--- src/rtl/pfs_pkg.sv ---
// Shared constants, state type and frame packing for the pull-frame sequencer.
// Assumes the fixed 40-bit frame layout: header, register select, data word.
package pfs_pkg;
    localparam int HDR_BITS   = 16;
    localparam int SEL_BITS   = 8;
    localparam int DATA_BITS  = 16;
    localparam int FRAME_BITS = HDR_BITS + SEL_BITS + DATA_BITS;
    localparam int WIDE_BITS  = 23;
    localparam int FINE_BITS  = WIDE_BITS - DATA_BITS;
    localparam int FINE_PAD   = DATA_BITS - FINE_BITS;

    localparam logic [SEL_BITS-1:0] SEL_COARSE = 8'h06;
    localparam logic [SEL_BITS-1:0] SEL_FINE   = 8'h07;

    typedef enum logic [1:0] {
        ST_IDLE,
        ST_LOAD,
        ST_SEND,
        ST_GAP
    } seq_state_t;

    // Build one frame from the address nibble, register select and data word.
    function automatic logic [FRAME_BITS-1:0] pack_frame(
        input logic [3:0]           addr,
        input logic [SEL_BITS-1:0]  sel,
        input logic [DATA_BITS-1:0] data
    );
        return {8'hFA, addr, 4'hA, sel, data};
    endfunction
endpackage

--- src/rtl/pfs_word_split.sv ---
// Chooses the register select and data word for the frame about to be sent.
// Assumes fine_phase is only ever set when wide mode was captured.
module pfs_word_split
    import pfs_pkg::*;
(
    input  logic                 wide,
    input  logic                 fine_phase,
    input  logic [WIDE_BITS-1:0] value,
    output logic [SEL_BITS-1:0]  sel,
    output logic [DATA_BITS-1:0] data
);
    // Pick the low-part, high-part or narrow word.
    always_comb begin
        if (wide && fine_phase) begin
            sel  = SEL_FINE;
            data = {{FINE_PAD{1'b0}}, value[FINE_BITS-1:0]};
        end else if (wide) begin
            sel  = SEL_COARSE;
            data = value[WIDE_BITS-1:FINE_BITS];
        end else begin
            sel  = SEL_COARSE;
            data = value[DATA_BITS-1:0];
        end
    end
endmodule

--- src/rtl/pfs_shifter.sv ---
// MSB-first parallel-to-serial shifter with a transfer counter.
// Assumes load and advance are never high in the same cycle.
module pfs_shifter #(
    parameter int WIDTH = 40
) (
    input  logic             clk,
    input  logic             rst_n,
    input  logic             load,
    input  logic [WIDTH-1:0] din,
    input  logic             advance,
    output logic             dout,
    output logic             last
);
    localparam int CW = $clog2(WIDTH);

    logic [WIDTH-1:0] sh_q;
    logic [CW-1:0]    cnt_q;

    // Load a new frame or shift out one bit per transfer.
    always_ff @(posedge clk) begin
        if (!rst_n) begin
            sh_q  <= '0;
            cnt_q <= '0;
        end else if (load) begin
            sh_q  <= din;
            cnt_q <= '0;
        end else if (advance) begin
            sh_q  <= {sh_q[WIDTH-2:0], 1'b0};
            cnt_q <= cnt_q + 1'b1;
        end
    end

    assign dout = sh_q[WIDTH-1];
    assign last = (cnt_q == CW'(WIDTH - 1));
endmodule

--- src/rtl/pfs_gap_timer.sv ---
// Down-counter that measures the quiet time after each frame.
// Assumes GAP >= 1; expired is meaningful only once the counter has been armed.
module pfs_gap_timer #(
    parameter int GAP = 100
) (
    input  logic clk,
    input  logic rst_n,
    input  logic arm,
    output logic expired
);
    localparam int CW = (GAP < 2) ? 1 : $clog2(GAP + 1);

    logic [CW-1:0] cnt_q;

    // Reload on arm, otherwise count down to zero and hold.
    always_ff @(posedge clk) begin
        if (!rst_n) begin
            cnt_q <= '0;
        end else if (arm) begin
            cnt_q <= CW'(GAP - 1);
        end else if (cnt_q != '0) begin
            cnt_q <= cnt_q - 1'b1;
        end
    end

    assign expired = (cnt_q == '0);
endmodule

--- src/rtl/pull_frame_seq.sv ---
// Pull-value frame write sequencer: captures a request and emits one or two
// 40-bit frames over a valid/ready bit handshake, with a quiet gap after each.
// Assumes GAP_CYCLES >= 1 and a downstream encoder that eventually raises ready.
module pull_frame_seq
    import pfs_pkg::*;
#(
    parameter logic [3:0] DEV_ADDR   = 4'h0,
    parameter int         GAP_CYCLES = 100
) (
    input  logic                 clk,
    input  logic                 rst_n,
    input  logic                 start,
    input  logic                 mode_wide,
    input  logic [WIDE_BITS-1:0] pull_value,
    output logic                 ser_bit,
    output logic                 ser_valid,
    input  logic                 ser_ready,
    output logic                 busy,
    output logic                 done
);
    seq_state_t           state_q;
    logic                 wide_q;
    logic [WIDE_BITS-1:0] value_q;
    logic                 fine_q;
    logic                 more_q;
    logic                 done_q;

    logic [SEL_BITS-1:0]  cur_sel;
    logic [DATA_BITS-1:0] cur_data;
    logic                 xfer;
    logic                 last_bit;
    logic                 frame_end;
    logic                 gap_over;

    assign ser_valid = (state_q == ST_SEND);
    assign busy      = (state_q != ST_IDLE);
    assign done      = done_q;
    assign xfer      = ser_valid && ser_ready;
    assign frame_end = xfer && last_bit;

    pfs_word_split u_split (
        .wide       (wide_q),
        .fine_phase (fine_q),
        .value      (value_q),
        .sel        (cur_sel),
        .data       (cur_data)
    );

    pfs_shifter #(.WIDTH(FRAME_BITS)) u_shift (
        .clk     (clk),
        .rst_n   (rst_n),
        .load    (state_q == ST_LOAD),
        .din     (pack_frame(DEV_ADDR, cur_sel, cur_data)),
        .advance (xfer),
        .dout    (ser_bit),
        .last    (last_bit)
    );

    pfs_gap_timer #(.GAP(GAP_CYCLES)) u_gap (
        .clk     (clk),
        .rst_n   (rst_n),
        .arm     (frame_end),
        .expired (gap_over)
    );

    // Request sequencing: accept, load, send, wait out the gap, repeat or finish.
    always_ff @(posedge clk) begin
        if (!rst_n) begin
            state_q <= ST_IDLE;
            wide_q  <= 1'b0;
            value_q <= '0;
            fine_q  <= 1'b0;
            more_q  <= 1'b0;
            done_q  <= 1'b0;
        end else begin
            done_q <= 1'b0;
            case (state_q)
                ST_IDLE: begin
                    if (start) begin
                        wide_q  <= mode_wide;
                        value_q <= pull_value;
                        fine_q  <= mode_wide;
                        state_q <= ST_LOAD;
                    end
                end
                ST_LOAD: state_q <= ST_SEND;
                ST_SEND: begin
                    if (frame_end) begin
                        more_q  <= fine_q;
                        done_q  <= !fine_q;
                        fine_q  <= 1'b0;
                        state_q <= ST_GAP;
                    end
                end
                ST_GAP: begin
                    if (gap_over) begin
                        state_q <= more_q ? ST_LOAD : ST_IDLE;
                    end
                end
                default: state_q <= ST_IDLE;
            endcase
        end
    end
endmodule

--- config.mk ---
export PLATFORM = sky130hd
export DESIGN_NAME = pull_frame_seq
export DESIGN_NICKNAME = d
export VERILOG_FILES = /design/src/rtl/pfs_pkg.sv /design/src/rtl/pfs_word_split.sv /design/src/rtl/pfs_shifter.sv /design/src/rtl/pfs_gap_timer.sv /design/src/rtl/pull_frame_seq.sv
export SDC_FILE = /design/constraint.sdc
export NUM_CORES = 1
export LEC_CHECK = 0
export ABC_CLOCK_PERIOD_IN_PS = 3400
export CAP_MARGIN = 30
export CORE_ASPECT_RATIO = 1.2
export CORE_MARGIN = 2
export CORE_UTILIZATION = 25
export DETAILED_ROUTE_END_ITERATION = 10
export SETUP_SLACK_MARGIN = 0.3
export SLEW_MARGIN = 20
export SYNTH_ARGS = -nofsm -noshare
export SYNTH_HDL_FRONTEND = slang
export SYNTH_HIERARCHICAL = 1
export SYNTH_SLANG_ARGS = --single-unit
--- constraint.sdc ---
create_clock -name clk -period 3.4 [get_ports clk]
set_clock_uncertainty 0.1 [all_clocks]
set_input_delay 0.51 -clock clk [delete_from_list [all_inputs] [get_ports clk]]
set_output_delay 0.51 -clock clk [all_outputs]
set_load 0.05 [all_outputs]
# ---- Yosys cells after proc, flatten, opt, wreduce, memory -nomap -nowiden
# Cells that the tools add are included.
# Widths: inputs -> output; s select.
dict set report word_totals {
  register_bits 82
  in_bits 28
  out_inout_bits 4
  wordCells 54
}
dict set report op_classes {
  addsub 2
  eq_ne 7
  mux 15
  n_bitwise 1
  reduce_logical 18
}
# cell n
set ops {}
lappend ops {{$mux 40} 2}
lappend ops {{$mux 16} 2}
lappend ops {{$mux 7} 2}
lappend ops {{$reduce_and 3->1} 3}
lappend ops {{$pmux 2 s4} 1}
lappend ops {{$reduce_bool 2->1} 4}
lappend ops {{$logic_not 7->1} 1}
lappend ops {{$reduce_bool 7->1} 1}
lappend ops {{$sub 7x1->7 const B} 1}
lappend ops {{$add 6x1->6 const B} 1}
lappend ops {{$eq 6x6->1 const B} 1}
lappend ops {{$mux 2} 3}
lappend ops {{$eq 2x2->1 const B} 2}
lappend ops {{$mux 1} 4}
lappend ops {{$ne 2x2->1 const B} 2}
lappend ops {{$reduce_and 2->1} 2}
lappend ops {{$reduce_or 2->1} 2}
lappend ops {{$logic_and 1x1->1} 3}
lappend ops {{$eq 2x1->1 const B} 1}
lappend ops {{$logic_not 2->1} 1}
lappend ops {{$ne 2x1->1 const B} 1}
lappend ops {{$pmux 1 s2} 1}
lappend ops {{$logic_not 1->1} 1}
lappend ops {{$not 1->1} 1}

# ---- Depth between registers and ports, before layout
dict set report logic_depth {
  word_depth 5
  depth_mapped 8
  ltp_nobuf 7
}

# ---- Modules after synthesis
# Netlist, hierarchy kept.
# module instances cells_each area_each_um2 seq_area_each_um2
set by_module_without_submodules {}
lappend by_module_without_submodules {pfs_shifter 1 206 2094.5 920.9}
lappend by_module_without_submodules {pull_frame_seq 1 145 1237.4 580.6}
lappend by_module_without_submodules {pfs_gap_timer 1 44 399.1 140.1}
lappend by_module_without_submodules {pfs_word_split 1 30 271.5 0.0}

# ---- Least setup slack after synthesis
# OpenSTA, ideal clock, no wires.
dict set report synth_timing {
  kind {register to register}
  start {reg state_q[0]}
  end {reg u_shift.sh_q[18]}
  setup_time_ns 0.116
  t_arrival_ns 1.875
  required_ns 3.184
  slack_ns 1.309
  stages_incl_launch_ff 9
  n_path_buf 2
  synth_period_minus_slack_ns 2.091
  path_cell_list {dfxtp_1 > inv_1 > ha_1 > and2_1 > buf_4 > buf_4 > mux2i_1 > nand2_1 > o211a_1}
}
dict set report synth_via {
  elab_chain_cells 3
  word_cells_on_any_way 5
  cone_classes {2 x eq/ne; 1 x mux; 2 x reduce/logical}
}
# element line_no
set synth_rtl {}
lappend synth_rtl {{from (decl)} pull_frame_seq.sv:21} ;# seq_state_t state_q;
lappend synth_rtl {{from (signal assigned)} pull_frame_seq.sv:97} ;# state_q <= more_q ? ST_LOAD : ST_IDLE;
lappend synth_rtl {{$eq 2x2->1} pull_frame_seq.sv:35} ;# assign ser_valid = (state_q == ST_SEND);
lappend synth_rtl {{via ser_valid} pull_frame_seq.sv:16} ;# output logic ser_valid,
lappend synth_rtl {{$logic_and 1x1->1} pull_frame_seq.sv:38} ;# assign xfer = ser_valid && ser_ready;
lappend synth_rtl {{via xfer} pull_frame_seq.sv:30} ;# logic xfer;
lappend synth_rtl {{$reduce_bool 2->1 (no line)} n/a}
lappend synth_rtl {{to (signal assigned)} pfs_shifter.sv:25} ;# sh_q <= din;
lappend synth_rtl {{to (signal assigned)} pfs_shifter.sv:28} ;# sh_q <= {sh_q[WIDTH-2:0], 1'b0};
lappend synth_rtl {{to (decl)} pfs_shifter.sv:16} ;# logic [WIDTH-1:0] sh_q;
# The timed path passes the listed nets, and every way through them passes these cells.
# A chain may end at the register's enable or synchronous reset.

# ---- Final worst setup path
dict set report layout_timing {
  start {reg state_q[0]}
  end {out ser_valid}
}
dict set report layout_via {
  elab_chain_cells 1
}
# element line_no
set layout_rtl {}
lappend layout_rtl {{$eq 2x2->1} pull_frame_seq.sv:35}
lappend layout_rtl {{to (decl)} pull_frame_seq.sv:16}
# No other way between the ends.

==> summary.txt <==
Initial core utilization = 0.256
Most common cell in the netlist = nand2_1
Antenna violations before repair = 0
Core Box Area = 0.0156 sq mm
Total congestion overflow = 0
DP HPWL = 5.27 mm
Worst path bufs/invs = 2
TritonCTS Buffers = 9
Final worst-path cycle share = 0.772
Crit start category = flip-flop
Synth area leader = dfxtp_1
Max VDD drop = 0.000352 V
XOR/XNOR share of the synthesized area = 0.0109
Setup repair bufs after CTS = 0
Largest family of logic cells by synthesized area = compound AO/OA/AOI/OAI gates
Ys async rst share = 0
# rows = 50
Die width = 120 um
Pin count of the biggest net entering global routing = 56
Reg clk slew, reported paths = 60 ps
# clock sinks = 82
Top delay family on crit path = buffers and inverters
Port bufs = 31
Diode count = 0
Nets@finish = 491
Post-route ant nets = 0
Hold EP = value_q[6]
Worst endpoint required time = 2790 ps
Initial DRT Pass Iterations = 4
Leakage power = 0.00214 uW
Vias in the first global route = 2844
Max-Cap Viols = 0
Post-Syn Area = 0.00400 sq mm
Total Routing Usage GR = 0.0915
DIE HEIGHT = 143 um
R2R cell count = 7
Worst R2R Start = state_q[0]
Root buffer cell = clkbuf_16
Flops & latches, synth = 82
Compound-Gate Fraction of Synth Area = 0.189
1st-iter DRT viols = 102
Final Max Tran Viols = 0
Wire per inst = 11.5 um
Synth Warn # = 6
Period minus WS final = 2620 ps
Crit-path slowest cell = clkdlybuf4s50_1
Predominant post-synthesis flop cell = dfxtp_1
CTS resizes = 0
Vias = 2993
Max_slew headroom = 0.450
Drt drc = 0
Reg-to-Reg End = u_shift/sh_q[28]
Synth top area share = 0.410
Fraction of layout cells with a size suffix above 1 = 0.100
Outcome = complete, no violations
Area contributors post-synth = dfxtp_1, mux2i_1, o211a_1, nand2_1, a21oi_1
Min-Delay Path Depth = 2
Synthesis-to-finish area growth = 17.9%
Top-Level Pins = 32
CP endpoint kind = output pin
Reg2Reg Setup Slack = 1180 ps
Final WL = 7.68 mm
TritonCTS clock tree = built
Sequential area share after synthesis = 0.410
Cell Pwr Density = 815 mW/mm^2
Critical Path Max Stage Delay = 860 ps
Unique masters post-synth = 54
CP max FO = 7
CP Class = flip-flop to output pin
Clock Latency Late Sink = 330 ps
EDFF count, synth = 0
Synth Area in Simple Gates = 0.167
Worst-Margin Slew = 824 ps
Max Fclk = 381 MHz
Global-route wire length before repair = 13.1 mm
Final RePlAce weighted congestion = 0.772
CTS H-Tree Depth = 3
Cell Chain, Critical Path = inv_1 > ha_1 > clkdlybuf4s50_1
Final core occ = 0.302
Worst Hold Launch = value_q[6]
Via/cell ratio = 4.48
Clk buf depth = 2
Cells after Synth = 425
Post-synth top cells = nand2_1, dfxtp_1, mux2i_1
Syn_area_per_cell = 9.42 sq um
Worst EP arrival = 2010 ps
Setup TNS = 0 ps
Unrepaired setup endpoints after global routing = no
Die Area = 0.0170 sq mm
Worst setup startpoint = state_q[0]
Final setup vio count = 0
Hold crit path type = flip-flop to flip-flop
Mux share of post-synthesis cell area = 0.126
Final Hold Vio Count = 0
Adder-cell share of the synthesized area = 0.0250
Hold buffers post-CTS = 0
cell families after synthesis:
| kind of cell | after synthesis |
|---|---|
| adder cells (fa/ha/maj) | 8 |
| XOR/XNOR | 5 |
| buffers and inverters | 45 |
| multiplexers | 49 |
| AO/OA/AOI/OAI | 91 |
| other | 4 |
| flip-flops | 82 |
| AND/OR/NAND/NOR | 141 |
worst max path at each step:
stage / to / slack [ps] / cells past startpoint
floorplan: u_shift/sh_q[18] / 1310 / 8
global placement: u_shift/sh_q[14] / 1050 / 6
detailed placement: u_shift/sh_q[17] / 1020 / 6
CTS: busy / 780 / 4
global route: busy / 680 / 4
finish: ser_valid / 780 / 3
power by group:
part           leakage (uW)  internal [uW]  switching [uW]  total, uW
clock              0.000136            499             397        896
combinational       0.00133            671             812       1480
sequential         0.000673           1260             208       1470
state kept, by name, summed over array words and instances (netlist names):
register	flops
value_q	23
done	1
state_q	2
wide_q	1
u_shift/cnt_q	6
more_q	1
fine_q	1
u_gap/cnt_q	7
u_shift/sh_q	40
cells in the final DEF (no fill, tap or decap), types with 3 or more instances in the layout:
| cell type | n |
|---|---|
| clkbuf_16 | 9 |
| a21oi_2 | 10 |
| and3_1 | 3 |
| xor2_1 | 3 |
| mux2i_1 | 42 |
| ha_1 | 8 |
| dfxtp_1 | 82 |
| or3_1 | 4 |
| mux2_2 | 6 |
| o211a_1 | 39 |
| clkdlybuf4s50_1 | 31 |
| a22o_1 | 9 |
| nor2b_1 | 3 |
| nor2_1 | 12 |
| conb_1 | 23 |
| buf_4 | 5 |
| inv_1 | 7 |
| nand2_1 | 93 |
| a21oi_1 | 20 |
area by class of cell:
class                           count  area [sq um]
Fill cell                        1702         10900
Multi-Input combinational cell    317          2160
Sequential cell                    82          1640
Timing Repair Buffer               36           348
Tap cell                          208           260
Clock buffer                        9           225
Clock inverter                      7          52.6
Inverter                            9          33.8
routing by layer:
layer | track usage | wire [um] | vias to the layer above
met4 | 0.0458 | 139 | 0
met3 | 0.0160 | 173 | 11
met1 | 0.113 | 3550 | 1424
met2 | 0.154 | 3820 | 45
met5 | 0 | 0 | -
li1 | - | - | 1513
tightest hold or removal path, delay by kind of cell (launching register included):
kind,cells,cell delay (ps)
flops,1,320
compound gates,1,50
simple gates,1,50
through the flow:
stage | power (uW) | area, sq um | instances | worst slack, ps | hold slack, ps
after floorplan | 2710 | 4070 | 444 | 1310 | 334
after global placement | 2910 | 4440 | 652 | 1050 | 350
after detailed placement | 2970 | 4440 | 652 | 1020 | 356
after CTS | 3890 | 4720 | 668 | 776 | 364
after global routing | 4130 | 4720 | 668 | 683 | 382
final | 3850 | 4720 | 668 | 776 | 365
No activity file was read; power rests on OpenSTA's default activity.
